$ cat src/rtl/can_sir_pkg.sv
package can_sir_pkg;
    localparam int SR_RXBUF = 0;
    localparam int SR_OVR   = 1;
    localparam int SR_TXBUF = 2;
    localparam int SR_TCOMP = 3;
    localparam int SR_RXING = 4;
    localparam int SR_TXING = 5;
    localparam int SR_ERR   = 6;
    localparam int SR_BOFF  = 7;
    localparam int IRQ_N    = 4;

    typedef struct packed {
        logic [7:0]       sr;
        logic [IRQ_N-1:0] ir;
        logic             ovr_pend;
        logic             tx_lock;
        logic             busy_prev;
    } sir_state_t;
endpackage

$ cat src/rtl/can_sir_status.sv
module can_sir_status
    import can_sir_pkg::*;
#(
    parameter int CNT_W    = 8,
    parameter int WARN_LIM = 96
) (
    input  logic [7:0]       sr_q,
    input  logic             pend_q,
    input  logic             lock_q,
    input  logic             busy_prev_q,
    input  logic             rxq_nonempty,
    input  logic             rxq_drop,
    input  logic             rx_busy,
    input  logic             tx_busy,
    input  logic             tx_ok,
    input  logic             bus_off,
    input  logic [CNT_W-1:0] tec,
    input  logic [CNT_W-1:0] rec,
    input  logic             cmd_release,
    input  logic             cmd_txreq,
    input  logic             cmd_clr_ovr,
    output logic [7:0]       sr_d,
    output logic             pend_d,
    output logic             lock_d,
    output logic             busy_prev_d
);
    localparam logic [CNT_W-1:0] LIM = CNT_W'(WARN_LIM);

    logic busy_fall;
    logic promote;

    always_comb begin
        busy_fall   = busy_prev_q & ~tx_busy;
        promote     = pend_q & ~rxq_nonempty;
        lock_d      = cmd_txreq | (lock_q & ~busy_fall & ~tx_ok);
        pend_d      = rxq_drop | (pend_q & ~promote & ~cmd_clr_ovr);
        busy_prev_d = tx_busy;

        sr_d           = sr_q;
        sr_d[SR_RXBUF] = ~cmd_release & rxq_nonempty;
        sr_d[SR_OVR]   = ~cmd_clr_ovr & (sr_q[SR_OVR] | promote);
        sr_d[SR_TXBUF] = ~(lock_d | tx_busy);
        if (cmd_txreq)
            sr_d[SR_TCOMP] = 1'b0;
        else if (tx_ok)
            sr_d[SR_TCOMP] = 1'b1;
        sr_d[SR_RXING] = rx_busy;
        sr_d[SR_TXING] = tx_busy;
        sr_d[SR_ERR]   = (tec >= LIM) | (rec >= LIM);
        sr_d[SR_BOFF]  = bus_off;
    end
endmodule

$ cat src/rtl/can_sir_irq.sv
module can_sir_irq
    import can_sir_pkg::*;
(
    input  logic [7:0]       sr_q,
    input  logic [7:0]       sr_d,
    input  logic [IRQ_N-1:0] ir_q,
    input  logic [IRQ_N-1:0] ie,
    input  logic             rd_clr,
    output logic [IRQ_N-1:0] ir_d
);
    logic [IRQ_N-1:0] set_ev;

    always_comb begin
        set_ev    = '0;
        set_ev[1] = ~sr_q[SR_TXBUF] & sr_d[SR_TXBUF];
        set_ev[2] = (sr_q[SR_ERR] ^ sr_d[SR_ERR]) | (sr_q[SR_BOFF] ^ sr_d[SR_BOFF]);
        set_ev[3] = ~sr_q[SR_OVR] & sr_d[SR_OVR];
    end

    assign ir_d[0] = ie[0] & sr_d[SR_RXBUF];

    for (genvar i = 1; i < IRQ_N; i++) begin : g_evt
        assign ir_d[i] = (ie[i] & set_ev[i]) | (ir_q[i] & ~rd_clr);
    end
endmodule

$ cat src/rtl/can_sir_regs.sv
module can_sir_regs
    import can_sir_pkg::*;
#(
    parameter int CNT_W    = 8,
    parameter int WARN_LIM = 96,
    parameter int ADDR_W   = 5,
    parameter int SR_ADDR  = 2,
    parameter int IR_ADDR  = 3
) (
    input  logic              clk,
    input  logic              rst_n,
    input  logic              rxq_nonempty,
    input  logic              rxq_drop,
    input  logic              rx_busy,
    input  logic              tx_busy,
    input  logic              tx_ok,
    input  logic              bus_off,
    input  logic [CNT_W-1:0]  tec,
    input  logic [CNT_W-1:0]  rec,
    input  logic [3:0]        ie,
    input  logic              cmd_release,
    input  logic              cmd_txreq,
    input  logic              cmd_clr_ovr,
    input  logic              rd_en,
    input  logic [ADDR_W-1:0] rd_addr,
    output logic [7:0]        rd_data,
    output logic [7:0]        status_byte,
    output logic [7:0]        irq_byte,
    output logic              irq
);
    localparam logic [ADDR_W-1:0] A_SR = ADDR_W'(SR_ADDR);
    localparam logic [ADDR_W-1:0] A_IR = ADDR_W'(IR_ADDR);
    localparam logic [3:0]        IR_FIXED_HI = 4'b1110;

    sir_state_t st_q, st_d;

    logic [7:0]       sr_n;
    logic             pend_n, lock_n, bprev_n;
    logic [IRQ_N-1:0] ir_n;
    logic             rd_clr;

    assign rd_clr = rd_en & (rd_addr == A_IR);

    can_sir_status #(.CNT_W(CNT_W), .WARN_LIM(WARN_LIM)) u_status (
        .sr_q(st_q.sr), .pend_q(st_q.ovr_pend), .lock_q(st_q.tx_lock),
        .busy_prev_q(st_q.busy_prev),
        .rxq_nonempty(rxq_nonempty), .rxq_drop(rxq_drop),
        .rx_busy(rx_busy), .tx_busy(tx_busy), .tx_ok(tx_ok),
        .bus_off(bus_off), .tec(tec), .rec(rec),
        .cmd_release(cmd_release), .cmd_txreq(cmd_txreq), .cmd_clr_ovr(cmd_clr_ovr),
        .sr_d(sr_n), .pend_d(pend_n), .lock_d(lock_n), .busy_prev_d(bprev_n)
    );

    can_sir_irq u_irq (
        .sr_q(st_q.sr), .sr_d(sr_n), .ir_q(st_q.ir), .ie(ie),
        .rd_clr(rd_clr), .ir_d(ir_n)
    );

    always_comb begin
        st_d           = st_q;
        st_d.sr        = sr_n;
        st_d.ir        = ir_n;
        st_d.ovr_pend  = pend_n;
        st_d.tx_lock   = lock_n;
        st_d.busy_prev = bprev_n;
    end

    always_ff @(posedge clk) begin
        if (!rst_n) begin
            st_q              <= '0;
            st_q.sr[SR_TXBUF] <= 1'b1;
            st_q.sr[SR_TCOMP] <= 1'b1;
        end else begin
            st_q <= st_d;
        end
    end

    always_comb begin
        status_byte = st_q.sr;
        irq_byte    = {IR_FIXED_HI, st_q.ir};
        irq         = |st_q.ir;
        rd_data     = '0;
        if (rd_en && rd_addr == A_SR)
            rd_data = status_byte;
        else if (rd_en && rd_addr == A_IR)
            rd_data = irq_byte;
    end
endmodule

$ cat config.mk
export PLATFORM = sky130hd
export DESIGN_NAME = can_sir_regs
export DESIGN_NICKNAME = d
export VERILOG_FILES = /design/src/rtl/can_sir_pkg.sv /design/src/rtl/can_sir_status.sv /design/src/rtl/can_sir_irq.sv /design/src/rtl/can_sir_regs.sv
export SDC_FILE = /design/constraint.sdc
export NUM_CORES = 1
export LEC_CHECK = 0
export BUFFER_PORTS_ARGS = -buffer_cell sky130_fd_sc_hd__buf_4
export CORE_MARGIN = 2
export CORE_UTILIZATION = 39
export CTS_CLUSTER_SIZE = 12
export DETAILED_ROUTE_END_ITERATION = 10
export PLACE_DENSITY = 0.83
export REMOVE_ABC_BUFFERS = 1
export SLEW_MARGIN = 20
export SYNTH_ARGS = -nofsm -noshare
export SYNTH_HDL_FRONTEND = slang
export SYNTH_SLANG_ARGS = --single-unit
$ cat constraint.sdc
create_clock -name clk -period 1.7 [get_ports clk]
set_input_delay 0.34 -clock clk [delete_from_list [all_inputs] [get_ports clk]]
set_output_delay 0.34 -clock clk [all_outputs]
set_load 0.05 [all_outputs]
==> impl_metrics.toml, run 1 <==
[timing]
period_share = 0.979
rsz0062_at_grt = "true"
slew_violations = 0
max_freq_ghz = 0.601
final.setup_skew_ps = 2.42
timing.setup.tns_ps = 0
finalCriticalPeriod_ps = 1660
setup_viol = 0
fin_hold_ws_ps = 210
hold_viol_final = 0
layout_setup_ws_ps = 36.0

[final_layout]
n_fill_cell = 153
drive_gt1_frac = 0.545
finalNetCount = 159
area_growth_pct = 58.6
multi_input_area_um2 = 363
fin_util = 0.650
finalInstanceArea_um2 = 1100
seqCellArea_um2 = 287
antenna_cells = 0

[clock_tree]
cts.htree.levels = 1
clk_pin_slew_ps = 80
cts_made_buffers = 3
clk_path_buf_depth = 2
cts_tree = "built"
cts_hold_buffers = 0
clock_sinks = 14
clockRootBuffer = "clkbuf_4"
clk_latency_ps = 290

[detailed_routing]
dr_total_vias = 700
dr_wl_met3_um = 156
dr.pass1.iters = 4
highest_layer = "met4"
drtIter0Drc = 7
via_per_inst = 5.07
m1WireLength_um = 625
wl_per_cell_um = 12.5
route.detailed.drc = 0
routed-wl-met2_um = 902
routed_wl_mm = 1.73
antenna_left = 0

[placed_design]
dpl_cell_area_um2 = 1040
dp_hpwl_mm = 1.38
gp_congestion = 0.760
io_buffers = 47
preCtsSetupSlack_ps = 104

[global_route]
antenna_found_initial = 0
grt_max_degree = 9
grtUsageTotal = 0.173
grt_pass1_vias = 598
gr-total-overflow = 0
grt_pass1_wl_mm = 2.55

[synthesis]
synthesis.area_um2 = 692
async_reset_ff_frac = 0
yosys.area.top_type_share = 0.405
ys.flop_type = "dfxtp_1"
synth_common_cells = "14 x dfxtp_1, 5 x and2_1, 5 x buf_4, 5 x inv_1"
synth_area_leaders = "dfxtp_1 41%, buf_4 5.4%, a22o_1 5.1%"
yosysUniqueCellTypes = 29
yosysMostFrequentCell = "dfxtp_1"
yosysTopAreaCell = "dfxtp_1"
avgSynthCellArea_um2 = 9.61
synth_edf_count = 0
yosysWarnings = 0
synth-seq-cells = 14
synth_cells = 72
seq_area_frac_synth = 0.405

[setup_path]
path_class = "reg -> out"
crit_required_ps = 1360
cp.arrival_ps = 1320
critPathMaxFanout = 3
rrSetupSlack_ps = 660
r2r_end = "irq_byte[1]"
ff2ff_path_depth = 4
r2r-start = "status_byte[5]"
cp-end-kind = "primary output"
cp-start-kind = "register"

[floorplanning]
fp.dieW_um = 46.1
rows = 15
start_util = 0.410
die_area_um2 = 2130
core_area_um2 = 1690
die-height_um = 46.1
boundaryPins = 62

[pwr]
netSwitchingFraction = 0.319
p_switching_mw = 0.267
clkPwrFrac = 0.293
pwr-share-comb = 0.278
pwr-share-seq = 0.429
power_density_nw_per_um2 = 763
internal_power_mw = 0.570
peakVddDrop_mv = 0.380
p_leak_nw = 0.571

[run]
maxCapViolations = 0

[worst_hold_path]
hold_path.class = "in -> reg"
min_to = "status_byte[0]"
hold_path_depth = 2
min_from = "cmd_release"

[outcome]
outcome = "finished, final reports clean"
routing by layer:
layer / vias up / GRT usage
met5: - / 0
met4: 0 / 0.109
met3: 5 / 0.0471
met2: 37 / 0.297
met1: 318 / 0.183
li1: 340 / -
metrics by stage:
stage	power [mW]	cells
after floorplan	0.497	69
after global placement	0.588	133
after detailed placement	0.592	133
after CTS	0.839	137
after global routing	0.874	138
final	0.838	138
sequential cells by signal, summed over array words and instances, names as in the netlist:
| register | count |
|---|---|
| status_byte | 8 |
| irq_byte | 4 |
| st_q | 2 |
repair_timing:
| item | in CTS | in global routing |
|---|---|---|
| setup buffers | 0 | 1 |
| pin swaps | 0 | 1 |
| endpoints found under the setup margin | 1 | 1 |
| gates resized for setup | 3 | 4 |
| endpoints found under the hold margin | 0 | 0 |
power groups by stage:
stage	logic, mW	registers (mW)	clock network, mW
after floorplan	0.0814	0.416	0
after global placement	0.221	0.367	0
after detailed placement	0.224	0.368	0
after CTS	0.230	0.361	0.248
after global routing	0.247	0.362	0.265
final	0.233	0.359	0.245
worst max-delay path, stage by stage, from the launching register on:
cell and delay (ps):
dfxtp_2 340, or4_4 540, buf_8 170
logic make-up after synthesis:
logic type             Yosys count  synth area share
buffers and inverters           11            0.0868
XOR/XNOR                         2            0.0253
flip-flops                      14             0.405
AO/OA/AOI/OAI                   18             0.188
AND/OR/NAND/NOR                 25             0.284
other                            2            0.0109
area by class of cell:
type,instances,share of cell area
clock buffers,4,0.0331
inverters,6,0.0205
multi-input cells,49,0.331
flip-flops and latches,14,0.261
well taps,17,0.0194
repair buffers,48,0.335
cell usage in the layout, fill, tap and decap left out, drive strengths merged, types with 2 or more instances in the layout:
| master | count |
|---|---|
| buf | 48 |
| dfxtp | 14 |
| nor2 | 7 |
| inv | 6 |
| and2 | 5 |
| a22o | 4 |
| a21oi | 4 |
| conb | 4 |
| clkbuf | 4 |
| a21o | 3 |
| nor3 | 3 |
| nand2 | 2 |
| a211oi | 2 |
| nand2b | 2 |
| a31oi | 2 |
| nor2b | 2 |
worst max path at each step:
stage                start         end  slack (ps)  cells after the start
6_report       irq_byte[0]         irq          40                      2
5_1_grt        irq_byte[0]         irq          -1                      2
4_1_cts        irq_byte[3]         irq          10                      2
3_5_place_dp    rd_addr[3]  rd_data[3]         100                      6
3_3_place_gp    rd_addr[3]  rd_data[0]         110                      6
2_1_floorplan  irq_byte[3]         irq          50                      1
Note: power is estimated with default switching activity, not from simulation.
==> inputs of run 2 (changes only) <==
Settings changed: BUFFER_PORTS_ARGS -buffer_cell sky130_fd_sc_hd__buf_4 to -buffer_cell sky130_fd_sc_hd__buf_2, CORE_UTILIZATION 39 to 36, GPL_TIMING_DRIVEN from default to 0, PLACE_DENSITY 0.83 to 0.78.
Clock period 1.7 ns to 1.56 ns, I/O delays scaled along.
==> run 2 against run 1 <==
  * The flow now finishes with violations (setup timing)
  * First-iteration DRC count is 110% higher
  * Non-clock buffer count up 5
  * Final cell count grew 8.7%
  * Design area shrank 1.9%
  * Wire length rose by 15%
  * Core utilization decreased by 4.0 points
  * Total power is 0.68% higher
  * Global-route usage is 0.17 points lower
  * Clock skew barely moved
  * Critical path type unchanged
  * Critical endpoint unchanged
==> impl_metrics.toml, run 2 (synthesis gave the netlist of run 1 again) <==
[floorplanning]
start_util = 0.392
rows = 15
die-height_um = 47.8
die_area_um2 = 2290
boundaryPins = 62
core_area_um2 = 1760
fp.dieW_um = 47.8

[setup_path]
r2r_end = "irq_byte[1]"
rrSetupSlack_ps = 570
path_class = "reg -> out"
crit_required_ps = 1250
ff2ff_path_depth = 4
r2r-start = "status_byte[5]"
critPathMaxFanout = 2
cp.arrival_ps = 1310
cp-start-kind = "register"
cp-end-kind = "primary output"

[run]
maxCapViolations = 0

[pwr]
clkPwrFrac = 0.240
peakVddDrop_mv = 0.503
pwr-share-comb = 0.296
internal_power_mw = 0.558
netSwitchingFraction = 0.338
p_switching_mw = 0.285
pwr-share-seq = 0.464
p_leak_nw = 0.573
power_density_nw_per_um2 = 784

[timing]
rsz0062_at_grt = "true"
hold_viol_final = 0
finalCriticalPeriod_ps = 1620
setup_viol = 2
max_freq_ghz = 0.616
layout_setup_ws_ps = -63.6
slew_violations = 0
fin_hold_ws_ps = 198
period_share = 1.04
final.setup_skew_ps = 2.27

[detailed_routing]
routed_wl_mm = 1.99
dr.pass1.iters = 4
dr_total_vias = 711
wl_per_cell_um = 13.3
route.detailed.drc = 0
via_per_inst = 4.74
drtIter0Drc = 15
antenna_left = 0

[final_layout]
antenna_cells = 0
multi_input_area_um2 = 363
stdcell_count = 150
seqCellArea_um2 = 283
n_fill_cell = 179
final_cell_mix = "34 x buf_2, 12 x dfxtp_1, 9 x buf_6, 9 x buf_4"
drive_gt1_frac = 0.552
largest_reg_flops = 8
finalNetCount = 164
area_growth_pct = 55.5
final_common_cell = "buf_2"

[clock_tree]
clk_pin_slew_ps = 80
cts.htree.levels = 1
cts_tree = "built"
cts_hold_buffers = 0
clockRootBuffer = "clkbuf_4"
clock_sinks = 14
clk_latency_ps = 270
cts_made_buffers = 3
clk_path_buf_depth = 2

[placed_design]
dp.cells = 141
dp_hpwl_mm = 1.51
io_buffers = 47
gp_congestion = 0.827
preCtsSetupSlack_ps = -73.9

[global_route]
grt_max_degree = 9
gr-total-overflow = 0
antenna_found_initial = 0
grt_pass1_vias = 642
grtUsageTotal = 0.171
grt_pass1_wl_mm = 2.68

[worst_hold_path]
min_to = "status_byte[0]"
hold_path_depth = 2
hold_path.class = "in -> reg"
min_from = "cmd_release"

[outcome]
outcome = "complete, but fails checks"
violations = "setup timing"
==> run 2: cell count changes in the layout (fill, tap and decap cells not counted), sizes merged <==
cell / before / now
buf: 48 / 53
clkbuf: 4 / 3
==> run 2: stage by stage <==
step / cell area (um2) / utilization / TNS [ps] / power [mW]
3_3_place_gp: 928 / 0.526 / -226 / 0.610
6_report: 1080 / 0.610 / -64.7 / 0.843
5_1_grt: 1080 / 0.610 / -185 / 0.880
4_1_cts: 1040 / 0.590 / -68.6 / 0.845
3_5_place_dp: 928 / 0.526 / -398 / 0.617
2_1_floorplan: 662 / - / -58.7 / 0.542
==> run 2: routing by layer <==
layer	share of wire	GRT usage
met3	0.057	0.0264
met5	0	0
met2	0.56	0.317
met4	0.014	0.0811
met1	0.37	0.186
==> run 2: cell type report <==
class	instances	share of cell area
sequential	14	0.263
inverter	6	0.0209
tap	25	0.0291
clock buffer	3	0.0209
timing repair buffer	53	0.329
multi-input combinational	49	0.337
==> run 2: critical path, cell delays in order (launching register included) <==
cell and delay (ps):
dfxtp_2 330, or4_4 540, buf_8 170
==> run 2: timing repair <==
item	CTS	global route
pin swaps	4	5
cloned	0	0
buffers inserted	5	1
gates resized for setup	17	6
endpoints found under the hold margin	0	0
endpoints found under the setup margin	9	9
==> run 2: power by group through the flow <==
stage	logic [mW]	clock network (mW)	registers [mW]
finish	0.249	0.203	0.391
floorplan	0.0887	0	0.453
global placement	0.211	0	0.399
global route	0.262	0.224	0.394
CTS	0.245	0.209	0.391
detailed placement	0.216	0	0.400
==> run 2: how the worst max path moves through the flow <==
stage               cells past startpoint    endpoint   startpoint  slack (ps)
floorplan                               1         irq  irq_byte[3]         -60
global placement                        6  rd_data[0]   rd_addr[3]         -50
detailed placement                      6  rd_data[1]   rd_addr[3]         -70
CTS                                     2         irq  irq_byte[3]         -70
global route                            2         irq  irq_byte[3]         -80
finish                                  2         irq  irq_byte[3]         -60
